$ cat config.mk
export PLATFORM = sky130hd
export DESIGN_NAME = casc_spi_readout
export DESIGN_NICKNAME = d
export VERILOG_FILES = /design/src/rtl/casc_spi_pkg.sv /design/src/rtl/casc_spi_edge.sv /design/src/rtl/casc_spi_dev.sv /design/src/rtl/casc_spi_rdy.sv /design/src/rtl/casc_spi_readout.sv
export SDC_FILE = /design/constraint.sdc
export NUM_CORES = 1
export LEC_CHECK = 0
export ABC_AREA = 1
export BUFFER_PORTS_ARGS = -buffer_cell sky130_fd_sc_hd__clkbuf_2
export CAP_MARGIN = 20
export CORE_MARGIN = 3
export CORE_UTILIZATION = 45
export CTS_CLUSTER_SIZE = 12
export DETAILED_ROUTE_END_ITERATION = 16
export MAX_ROUTING_LAYER = met4
export PLACE_DENSITY = 0.68
export SKIP_CTS_REPAIR_TIMING = 1
export SYNTH_ARGS = -nofsm -noshare
export SYNTH_HDL_FRONTEND = slang
export SYNTH_SLANG_ARGS = --single-unit
$ cat constraint.sdc
create_clock -name clk_i -period 2.1 [get_ports clk_i]
set_input_delay 0.105 -clock clk_i [delete_from_list [all_inputs] [get_ports clk_i]]
set_output_delay 0.105 -clock clk_i [all_outputs]
set_load 0.02 [all_outputs]
$ cat src/rtl/casc_spi_pkg.sv
package casc_spi_pkg;
  localparam int unsigned DEF_N_DEV = 2;
  localparam int unsigned DEF_N_CH  = 4;
  localparam int unsigned DEF_W     = 24;

  function automatic int unsigned cnt_width(input int unsigned bits);
    return $clog2(bits + 1);
  endfunction
endpackage

$ cat src/rtl/casc_spi_edge.sv
module casc_spi_edge (
  input  logic clk_i,
  input  logic rst_ni,
  input  logic cs_ni,
  input  logic sclk_i,
  output logic sclk_fall_o,
  output logic cs_fall_o
);
  logic sclk_q, cs_q;

  always_ff @(posedge clk_i or negedge rst_ni) begin
    if (!rst_ni) begin
      sclk_q <= 1'b0;
      cs_q   <= 1'b1;
    end else begin
      sclk_q <= sclk_i;
      cs_q   <= cs_ni;
    end
  end

  assign sclk_fall_o = sclk_q & ~sclk_i;
  assign cs_fall_o   = cs_q & ~cs_ni;
endmodule

$ cat src/rtl/casc_spi_dev.sv
module casc_spi_dev #(
  parameter int unsigned N_CH = casc_spi_pkg::DEF_N_CH,
  parameter int unsigned W    = casc_spi_pkg::DEF_W,
  localparam int unsigned DEV_BITS = N_CH * W,
  localparam int unsigned CNT_W    = casc_spi_pkg::cnt_width(DEV_BITS)
) (
  input  logic                clk_i,
  input  logic                rst_ni,
  input  logic                cs_ni,
  input  logic                cs_fall_i,
  input  logic                sclk_fall_i,
  input  logic [DEV_BITS-1:0] smp_i,
  input  logic                casc_ni,
  output logic                casc_no,
  output logic                drv_o,
  output logic                bit_o
);
  logic [DEV_BITS-1:0] sr_q, sr_load;
  logic [CNT_W-1:0]    cnt_q;
  logic                done_q;
  logic                active;

  // channel 0 goes to the top of the shift path
  for (genvar c = 0; c < N_CH; c++) begin : g_order
    assign sr_load[(N_CH-1-c)*W +: W] = smp_i[c*W +: W];
  end

  assign active = ~cs_ni & ~casc_ni & ~done_q;

  always_ff @(posedge clk_i or negedge rst_ni) begin
    if (!rst_ni) begin
      sr_q   <= '0;
      cnt_q  <= '0;
      done_q <= 1'b0;
    end else if (cs_ni) begin
      cnt_q  <= '0;
      done_q <= 1'b0;
    end else if (cs_fall_i) begin
      sr_q   <= sr_load;
      cnt_q  <= '0;
      done_q <= 1'b0;
    end else if (sclk_fall_i && active) begin
      sr_q  <= {sr_q[DEV_BITS-2:0], 1'b0};
      cnt_q <= cnt_q + 1'b1;
      if (cnt_q == CNT_W'(DEV_BITS - 1)) done_q <= 1'b1;
    end
  end

  assign casc_no = ~done_q;
  assign drv_o   = active;
  assign bit_o   = sr_q[DEV_BITS-1];
endmodule

$ cat src/rtl/casc_spi_rdy.sv
module casc_spi_rdy (
  input  logic clk_i,
  input  logic rst_ni,
  input  logic cs_fall_i,
  input  logic valid_i,
  input  logic rdy_ni,
  output logic rdy_no
);
  logic own_q;

  always_ff @(posedge clk_i or negedge rst_ni) begin
    if (!rst_ni)        own_q <= 1'b0;
    else if (valid_i)   own_q <= 1'b1;   // new conversion wins over read start
    else if (cs_fall_i) own_q <= 1'b0;
  end

  assign rdy_no = ~(own_q & ~rdy_ni);
endmodule

$ cat src/rtl/casc_spi_readout.sv
module casc_spi_readout #(
  parameter int unsigned N_DEV = casc_spi_pkg::DEF_N_DEV,
  parameter int unsigned N_CH  = casc_spi_pkg::DEF_N_CH,
  parameter int unsigned W     = casc_spi_pkg::DEF_W,
  localparam int unsigned DEV_BITS = N_CH * W,
  localparam int unsigned ALL_BITS = N_DEV * DEV_BITS
) (
  input  logic                clk_i,
  input  logic                rst_ni,
  input  logic                cs_ni,
  input  logic                sclk_i,
  input  logic [ALL_BITS-1:0] smp_data_i,
  input  logic [N_DEV-1:0]    smp_valid_i,
  input  logic                casc_ni,
  input  logic                rdy_ni,
  output logic                dout_o,
  output logic                dout_oe_o,
  output logic [N_DEV-1:0]    casc_no,
  output logic [N_DEV-1:0]    rdy_no
);
  logic             sclk_fall, cs_fall;
  logic [N_DEV-1:0] drv, dbit, casc_in, rdy_in;

  casc_spi_edge u_edge (
    .clk_i      (clk_i),
    .rst_ni     (rst_ni),
    .cs_ni      (cs_ni),
    .sclk_i     (sclk_i),
    .sclk_fall_o(sclk_fall),
    .cs_fall_o  (cs_fall)
  );

  for (genvar k = 0; k < N_DEV; k++) begin : g_dev
    if (k == 0) begin : g_head
      assign casc_in[k] = casc_ni;
      assign rdy_in[k]  = rdy_ni;
    end else begin : g_link
      assign casc_in[k] = casc_no[k-1];
      assign rdy_in[k]  = rdy_no[k-1];
    end

    casc_spi_dev #(.N_CH(N_CH), .W(W)) u_dev (
      .clk_i      (clk_i),
      .rst_ni     (rst_ni),
      .cs_ni      (cs_ni),
      .cs_fall_i  (cs_fall),
      .sclk_fall_i(sclk_fall),
      .smp_i      (smp_data_i[k*DEV_BITS +: DEV_BITS]),
      .casc_ni    (casc_in[k]),
      .casc_no    (casc_no[k]),
      .drv_o      (drv[k]),
      .bit_o      (dbit[k])
    );

    casc_spi_rdy u_rdy (
      .clk_i    (clk_i),
      .rst_ni   (rst_ni),
      .cs_fall_i(cs_fall),
      .valid_i  (smp_valid_i[k]),
      .rdy_ni   (rdy_in[k]),
      .rdy_no   (rdy_no[k])
    );
  end

  assign dout_oe_o = |drv;
  assign dout_o    = |(drv & dbit);
endmodule

==> metrics, run 1 <==
status complete, but fails checks; failing checks negative hold slack; share of the synthesized area in the top cell type 52.9%; total vias in the final route 9394; clock power share 37.3%; flops & latches, synth 212; Rel. slew slack 44.0%; CTS tree built; global-route wire length before repair 37.7 mm; syn nets 1481; Crit path arrival time 2390 ps; CP Cell Sequence inv_2, nor2_8, buf_12, nand2_1, o21ai_0, nand2_1, o21ai_0; Synth Instances 1279; remaining global-route overflow 0; H-tree depth 1; met1 usage 29.3%; Crit. path cell count 7; Final Util 64.0%; Ant. Diodes 0; Power Internal 7.86 mW; share of layout cells above drive strength 1 16.6%; Fin Clk Skew 8.78 ps; CP max-delay cell dfstp_2; initial antenna violation count 0; routed wire length 26.3 mm; Placer Congestion 0.846; setup violators final 0; total power 10.7 mW; Core ar. 21400 µm²; Die Ht 155 µm; fmax 0.506 GHz; Detail Placement HPWL 14.9 mm; yosys warns 0; largest cells by area after synthesis dfrtp_1 (53%), nand2_1 (20%), o21ai_0 (6.8%); Crit. End Element register; port bufs 205; crit path from u_edge.cs_q; # DRC 0; CTS Buf Count 24; clock-pin slew on the worst setup and hold paths 60 ps; final worst path period need 1980 ps; Seq/Total Area, Yosys 53.2%; switching share of power 26.4%; Hold Fails Final Rpt 18; WP buf/inv 2; Final Cycle Share 94.1%; R2R Path Start u_edge.cs_q; setup_tns 0 ps; DRT iter0 DRCs 690; combinational power share 16.4%; largest net degree at the start of global routing 185; max-slew violation count 0; Critical Path RT 2520 ps; Avg Cell Area, Syn 7.80 µm²; Post-DRT Antenna Nets 0; global-route met2 utilization 26.6%; hold_ws -68.6 ps; die area 24000 µm²; Pwr Density 779 nW/µm²; GRT busiest layer met1; area grow syn2layout 37.4%; WL per Instance 13.7 µm; Max VDD drop 486 µV; Cell Area, Placed 11200 µm²; drt first pass iters 6; r2r worst-path depth 7; area of the mapped netlist 9980 µm²; crit-path leading delay family flip-flops; DR vias/cell 4.90; area leader, netlist dfrtp_1; type of the worst min-delay path primary input to register; Psw 2.82 mW; # rows 53; post-route cell area 13700 µm²; pre-CTS setup slack 231 ps; clock sinks 212; Skew-Pair Late Insertion Delay 500 ps; clock root buffer clkbuf_16; Chip Width 155 µm; post-layout net count 1828; sequential share of power 46.4%; Leak Pwr 6.71 nW; Reg2Reg Capture Point g_dev[0].u_dev.sr_q[4]; IO Pins 206; CP peak stage delay 590 ps; Worst Tran Pin Value 838 ps; final worst slack 124 ps; Worst Path Max Fanout 184; GRT Total Usage 19.0%; R2R Setup Slk 120 ps; initial core utilization 46.6%; vias in the first global route 7840; critical path class register to register; grt met3 use 3.25%; crit path to g_dev[0].u_dev.sr_q[4]; clock buffer depth 3; MaxCap Viol Count 0; Synth cell types 26; Startpoint Class register
## registers in the layout, summed over array words and instances, names as in the netlist
register,flops
g_dev.u_dev.cnt_q,14
u_edge.sclk_q,1
g_dev.u_dev.done_q,2
g_dev.u_rdy.own_q,2
g_dev.u_dev.sr_q,192
u_edge.cs_q,1
## Yosys cell counts (all sizes together)
| library cell | count |
|---|---|
| o21a | 5 |
| buf | 63 |
| nand3 | 115 |
| dfrtp | 211 |
| inv | 112 |
| dfstp | 1 |
| xor2 | 1 |
| o21ai | 190 |
| nand4 | 2 |
| nor3 | 2 |
| nand2 | 527 |
| nor2 | 26 |
| a21o | 2 |
| ha | 2 |
| clkbuf | 14 |
| a21oi | 6 |
## power groups by stage
stage / logic, mW / registers, mW / clock network [mW]
after global placement: 1.42 / 4.99 / 0
after CTS: 1.47 / 4.94 / 4.12
after detailed placement: 1.46 / 5.00 / 0
after global routing: 2.02 / 5.01 / 4.27
final: 1.75 / 4.95 / 3.98
after floorplan: 0.988 / 4.94 / 0
## cell families after synthesis
family,synth area share (%)
buffers and inverters,8.79
AO/OA/AOI/OAI,10.4
AND/OR/NAND/NOR,27.3
adder cells (fa/ha/maj),0.251
XOR/XNOR,0.0878
flip-flops,53.2
## worst min path at each step
| stage | from | end | slack, ps | cells after the start |
|---|---|---|---|---|
| finish | smp_data_i[88] | g_dev[0].u_dev.sr_q[16] | -70 | 5 |
| global route | smp_data_i[26] | g_dev[0].u_dev.sr_q[50] | 2 | 5 |
| CTS | rst_ni | g_dev[1].u_rdy.own_q | -450 | 1 |
| detailed placement | rst_ni | g_dev[1].u_dev.sr_q[79] | 90 | 1 |
| global placement | rst_ni | g_dev[1].u_dev.sr_q[79] | 90 | 1 |
| floorplan | rst_ni | g_dev[0].u_dev.cnt_q[0] | -190 | 0 |
## per-stage QoR
| step | instances | hold slack (ps) |
|---|---|---|
| finish | 1919 | -68.6 |
| detailed placement | 1698 | 91.5 |
| CTS | 1742 | -451 |
| floorplan | 1279 | -191 |
| global placement | 1698 | 89.0 |
| global route | 1919 | 1.74 |
## final cells by class
type | instances | area [µm²]
Clock buffer | 36 | 717
Clock inverter | 8 | 43.8
Fill cell | 1778 | 7710
Inverter | 112 | 420
Multi-Input combinational cell | 878 | 3800
Sequential cell | 212 | 5310
Tap cell | 275 | 344
Timing Repair Buffer | 398 | 3080
## cells in the final DEF (no fill, tap or decap), types with 3 or more instances in the layout
master	synthesis	final
clkinv_2	0	7
inv_2	4	4
buf_12	0	12
buf_4	26	4
clkbuf_1	14	6
o21a_1	5	5
clkbuf_8	0	6
nand2_1	526	525
dfrtp_1	211	211
nand3_1	113	113
clkbuf_2	0	204
inv_1	108	108
o21ai_0	136	136
nor2_1	21	21
o21ai_1	54	54
nor2_4	3	3
dlygate4sd3_1	0	177
clkbuf_16	0	25
a21oi_1	6	6
## per-layer routing
layer	vias to the layer above	part of all wire (%)
li1	4716	-
met1	4333	45
met2	303	47
met3	42	6.5
met4	0	1.8
met5	-	0
## worst register-to-register path, cell delays in order, from the launching register on
cell and delay, ps:
dfstp_2 590, inv_2 80, nor2_8 170, buf_12 450, nand2_1 300, o21ai_0 150
nand2_1 80, o21ai_0 80
Power figures use the tool's default switching activity.
==> inputs of run 2 (changes only) <==
Settings changed: CORE_UTILIZATION 45 to 46, PLACE_DENSITY 0.68 to 0.69.
==> run 2 against run 1 <==
The flow still finishes with violations (negative hold slack). Cell count unchanged. First-iteration DRC count increased by 13%. Flip-flop and latch count unchanged. Global-route usage increased by 0.23 points. Register-to-register slack improved by 40 ps. Worst hold slack got worse by 2.2 ps. Combinational power about the same. Maximum frequency increased by 2.0%. Clock skew decreased by 2.7 ps. Critical path depth unchanged. Sequential share of layout area about the same. Critical endpoint is now g_dev[0].u_dev.sr_q[6]. Largest cell class unchanged. Largest power group unchanged.
==> metrics, run 2 (synthesis gave the netlist of run 1 again) <==
Skew-Pair Late Insertion Delay 500 ps (about the same); Worst Tran Pin Value 747 ps (-91.0 ps); clock root buffer clkbuf_16; fmax 0.516 GHz (+2.0%); R2R Setup Slk 160 ps (+40 ps); clock buffer depth 3 (unchanged); Cell Area, Placed 11200 µm² (+0.47%); Detail Placement HPWL 14.8 mm (-0.95%); MaxCap Viol Count 0 (unchanged); remaining global-route overflow 0 (unchanged); Placer Congestion 0.838 (-1.0%); hold_ws -70.7 ps (-2.15 ps); Max VDD drop 485 µV (about the same); Crit path arrival time 2360 ps (-30 ps); DR vias/cell 4.89 (about the same); critical path class register to register; Crit. End Element register; initial core utilization 47.2% (+0.58 points); Ant. Diodes 0 (unchanged); # DRC 0 (unchanged); port bufs 205 (unchanged); area occupied by multi-input gates 3800 µm² (unchanged); clock-pin slew on the worst setup and hold paths 60 ps (about the same); final worst slack 162 ps (+38.2 ps); setup violators final 0 (unchanged); setup_tns 0 ps (unchanged); Fin Clk Skew 6.10 ps (-2.68 ps); Regs by FF count g_dev.u_dev.sr_q x192, g_dev.u_dev.cnt_q x14; type of the worst min-delay path primary input to register; routed wire length 25.6 mm (-2.8%); global-route wire length before repair 37.9 mm (+0.53%); status complete, but fails checks; Pwr Density 773 nW/µm² (-0.68%); R2R Path Start u_edge.cs_q; commonest non-fill, non-tap cell in the layout nand2_1; DRT iter0 DRCs 782 (+13%); post-layout net count 1832 (+0.22%); area grow syn2layout 37.5% (about the same); vias in the first global route 7948 (+1.4%); most frequent cells in the layout nand2_1 (525), dfrtp_1 (211), clkbuf_2 (204), dlygate4sd3_1 (174), o21ai_0 (136); share of layout cells above drive strength 1 16.7% (+0.12 points); RSZ-0062 raised after global routing false; Leak Pwr 6.71 nW (+0.11%); CTS tree built; Startpoint Class register; Critical Path RT 2520 ps (about the same); clock sinks 212 (unchanged); total power 10.6 mW (-0.61%); Final Cycle Share 92.3% (-1.8 points); drt first pass iters 5 (-1); pre-CTS setup slack 209 ps (-22.4 ps); CTS Buf Count 24 (unchanged); Die Ht 153 µm (-1.1%); H-tree depth 1 (unchanged); Storage cell area 5310 µm² (unchanged); HP Start smp_data_i[60]; total vias in the final route 9387 (-0.075%); die area 23500 µm² (-2.1%); GRT Total Usage 19.2% (+0.23 points); Core ar. 21200 µm² (-1.2%); WL per Instance 13.3 µm (-2.8%); Reg2Reg Capture Point g_dev[0].u_dev.sr_q[6]; # rows 53 (unchanged); Fillers 1695 (-4.7%); failing checks negative hold slack; max-slew violation count 0 (unchanged); initial antenna violation count 0 (unchanged); number of flip-flops in the largest register 192 (unchanged); Top reg by flops g_dev.u_dev.sr_q; r2r worst-path depth 7 (unchanged); Chip Width 153 µm (-1.1%); Post-DRT Antenna Nets 0 (unchanged); post-route cell area 13700 µm² (about the same); Hold Fails Final Rpt 22 (+4); largest net degree at the start of global routing 190 (+2.7%); Rel. slew slack 50.1% (+6.1 points); IO Pins 206 (unchanged); Hold Crit Depth 5 (unchanged); Min-Delay Endpoint g_dev[0].u_dev.sr_q[36]; Worst Path Max Fanout 189 (+2.7%); final worst path period need 1940 ps (-38.2 ps)
-- run 2: cell count changes in the layout (fill, tap and decap cells not counted), sizes merged --
cell and change:
buf +7, dlygate4sd3 -3, clkinv -5, clkbuf +1
-- run 2: metrics by stage --
stage | utilization [%] | instances
floorplan | - | 1279
global placement | 53.1 | 1705
detailed placement | 53.1 | 1705
CTS | 56.6 | 1745
global route | 64.9 | 1919
finish | 64.9 | 1919
-- run 2: area by class of cell --
cell class / instances / area share (%)
tap: 275 / 2.51
multi-input combinational: 878 / 27.7
clock buffer: 37 / 5.25
inverter: 112 / 3.06
timing repair buffer: 402 / 22.6
sequential: 212 / 38.7
clock inverter: 3 / 0.137
-- run 2: layer usage --
| layer | GRT usage (%) | wire (µm) | vias up | share of wire, % |
|---|---|---|---|---|
| met5 | - | 0 | - | 0 |
| met3 | 2.83 | 1700 | 38 | 6.7 |
| li1 | - | - | 4724 | - |
| met2 | 27.3 | 11800 | 329 | 46 |
| met4 | 4.16 | 486 | 0 | 1.9 |
| met1 | 29.3 | 11600 | 4296 | 45 |
-- run 2: worst max path at each step --
stage                          startpoint                      end  slack, ps
floorplan                     u_edge.cs_q  g_dev[0].u_dev.sr_q[68]        660
global placement              u_edge.cs_q  g_dev[0].u_dev.sr_q[42]        270
detailed placement            u_edge.cs_q  g_dev[0].u_dev.sr_q[31]        210
CTS                           u_edge.cs_q   g_dev[0].u_dev.sr_q[6]        170
global route        g_dev[0].u_dev.done_q  g_dev[1].u_dev.sr_q[27]         10
finish                        u_edge.cs_q   g_dev[0].u_dev.sr_q[6]        160
-- run 2: power by group --
part / leakage, nW / switching, mW / internal, mW
Clock: 0.364 / 1.60 / 2.34
Sequential: 2.66 / 0.246 / 4.69
Combinational: 3.69 / 0.931 / 0.799
Total: 6.71 / 2.77 / 7.83
-- run 2: critical path, cell delays in order, from the launching register on --
cell	delay (ps)
dfstp_2	590
inv_2	90
nor2_8	180
buf_16	420
nand2_1	150
o21ai_0	140
nand2_1	80
o21ai_0	80
==> inputs of run 3 (changes only) <==
Clock period 2.1 ns to 2.25 ns, I/O delays scaled along.
==> run 3 against run 2 <==
The flow still finishes with violations (negative hold slack). Combinational power decreased by 6%. Non-clock buffer count decreased by 13. First-iteration DRC count decreased by 14%. Global-route usage increased by 0.14 points. Maximum frequency decreased by 7.1%. Die area unchanged. Clock skew increased by 3.6 ps. Final area decreased by 1.0%. Power decreased by 5.4%. Sequential share of layout area increased by 0.40 points. Via count increased by 0.22%. Critical path type unchanged. Largest power group unchanged.
==> metrics, run 3 (synthesis gave the netlist of run 1 again) <==
Critical Path RT 2680 ps (+160 ps); Ant. Diodes 0 (unchanged); Core ar. 21200 µm² (unchanged); final worst path period need 2090 ps (+148 ps); initial core utilization 47.2% (unchanged); total vias in the final route 9408 (+0.22%); status complete, but fails checks; failing checks negative hold slack; DR vias/cell 4.93 (+0.85%); H-tree depth 1 (unchanged); clock sinks 212 (unchanged); initial antenna violation count 0 (unchanged); GRT Total Usage 19.3% (+0.14 points); total power 10.0 mW (-5.4%); post-route cell area 13600 µm² (-1.0%); Leak Pwr 6.65 nW (-0.87%); fmax 0.480 GHz (-7.1%); port bufs 205 (unchanged); die area 23500 µm² (unchanged); HP Start smp_data_i[43]; routed wire length 26.3 mm (+3.0%); area grow syn2layout 36.1%; max-slew violation count 0 (unchanged); post-layout net count 1819 (-0.71%); share of layout cells above drive strength 1 16.7% (-0.061 points); type of the worst min-delay path primary input to register; WL per Instance 13.8 µm (+3.6%); Fin Clk Skew 9.72 ps (+3.62 ps); hold_ws -61.7 ps (+9.05 ps); clock-pin slew on the worst setup and hold paths 60 ps (about the same); r2r worst-path depth 8 (+1); Cells after DPL 1701 (-0.23%); R2R Path Start g_dev[0].u_dev.done_q; Crit. End Element register; Pwr Density 739 nW/µm² (-4.5%); Min-Delay Endpoint g_dev[0].u_dev.sr_q[67]; critical path class register to register; setup_tns 0 ps (unchanged); final worst slack 165 ps (+2.08 ps); # DRC 0 (unchanged); Rel. slew slack 28.2% (-22 points); Detail Placement HPWL 15.0 mm (+1.5%); global-route wire length before repair 38.1 mm (+0.56%); commonest non-fill, non-tap cell in the layout nand2_1; Top reg by flops g_dev.u_dev.sr_q; remaining global-route overflow 0 (unchanged); WL met2 12.7 mm (+8.2%); Worst Tran Pin Value 1070 ps (+327 ps); R2R Setup Slk 160 ps (about the same); IO Pins 206 (unchanged); largest net degree at the start of global routing 190 (unchanged); Max VDD drop 540 µV (+11%); metal3 WL 1.49 mm (-13%); Hold Fails Final Rpt 29 (+32%); setup violators final 0 (unchanged); Top Metal Used met4; most frequent cells in the layout nand2_1 (525), dfrtp_1 (211), clkbuf_2 (204), dlygate4sd3_1 (165), o21ai_0 (136); Chip Width 153 µm (unchanged); clock root buffer clkbuf_16; CP peak stage delay 800 ps (+210 ps); # rows 53 (unchanged); Placer Congestion 0.816 (-2.5%); Die Ht 153 µm (unchanged); vias in the first global route 7996 (+0.60%); clock buffer depth 3 (unchanged); number of flip-flops in the largest register 192 (unchanged); drt first pass iters 7 (+2); Hold Crit Depth 5 (unchanged); Startpoint Class register; Skew-Pair Late Insertion Delay 500 ps (about the same); DRT iter0 DRCs 676 (-14%); met1 WL 11.7 mm (+0.97%); CTS Buf Count 24 (unchanged); CP max-delay cell nor2_4; Reg2Reg Capture Point g_dev[1].u_dev.sr_q[32]; Fillers 1760 (+3.8%); Critical Path Most Common Cell nor2_4; Crit path arrival time 2520 ps (+160 ps); Regs by FF count g_dev.u_dev.sr_q x192, g_dev.u_dev.cnt_q x14; Post-DRT Antenna Nets 0 (unchanged); Final Cycle Share 92.7% (+0.42 points); Cell Area, Placed 11200 µm² (-0.60%); pre-CTS setup slack 233 ps (+24.5 ps); non-filler cells, final 1907 (-0.63%); CP Cell Sequence inv_2, nor2_2, nand2_2, nor2_4, nor2_4, buf_12, nand2_1, nand3_1; MaxCap Viol Count 0 (unchanged); CTS tree built; Worst Path Max Fanout 52 (-72%)
run 3: final cells by class:
cell class                 count  area, µm²  share of cell area (%)
timing repair buffer         389       2940                    21.7
clock inverter                 4       45.0                   0.332
multi-input combinational    878       3800                    28.0
sequential                   212       5310                    39.1
clock buffer                  37        721                    5.31
tap                          275        344                    2.53
inverter                     112        420                    3.10
run 3: how the worst max path moves through the flow:
stage                     startpoint                      end  slack [ps]  cells after the start
2_1_floorplan            u_edge.cs_q  g_dev[0].u_dev.sr_q[68]         810                      8
4_1_cts        g_dev[0].u_dev.done_q  g_dev[1].u_dev.sr_q[11]         230                      8
3_3_place_gp   g_dev[0].u_dev.done_q  g_dev[1].u_dev.sr_q[50]         270                      8
3_5_place_dp   g_dev[0].u_dev.done_q  g_dev[1].u_dev.sr_q[51]         230                      8
6_report       g_dev[0].u_dev.done_q  g_dev[1].u_dev.sr_q[32]         160                      8
5_1_grt        g_dev[0].u_dev.done_q  g_dev[1].u_dev.sr_q[31]         -30                      8
run 3: metal layers:
layer  global-route usage (%)  up-vias
met5                        -        -
met4                     3.52        0
met3                     3.03       35
met2                     28.3      295
met1                     29.0     4387
li1                         -     4691
run 3: power breakdown:
group | switching, mW | total [mW] | internal (mW)
Combinational | 0.883 | 1.62 | 0.735
Clock | 1.50 | 3.80 | 2.30
Sequential | 0.232 | 4.61 | 4.38
run 3: worst max-delay path: cells and delay by family, from the launching register on:
kind / cells / cell delay, ps
flip-flops: 1 / 380
buffers and inverters: 2 / 420
AND/OR/NAND/NOR: 6 / 1190
run 3: per-stage QoR:
step                      util [%]  hold slack [ps]
after floorplan                  -             -183
after global placement        52.8              148
after detailed placement      52.8              143
after CTS                     56.4             -386
after global routing          64.2             1.78
final                         64.2            -61.7
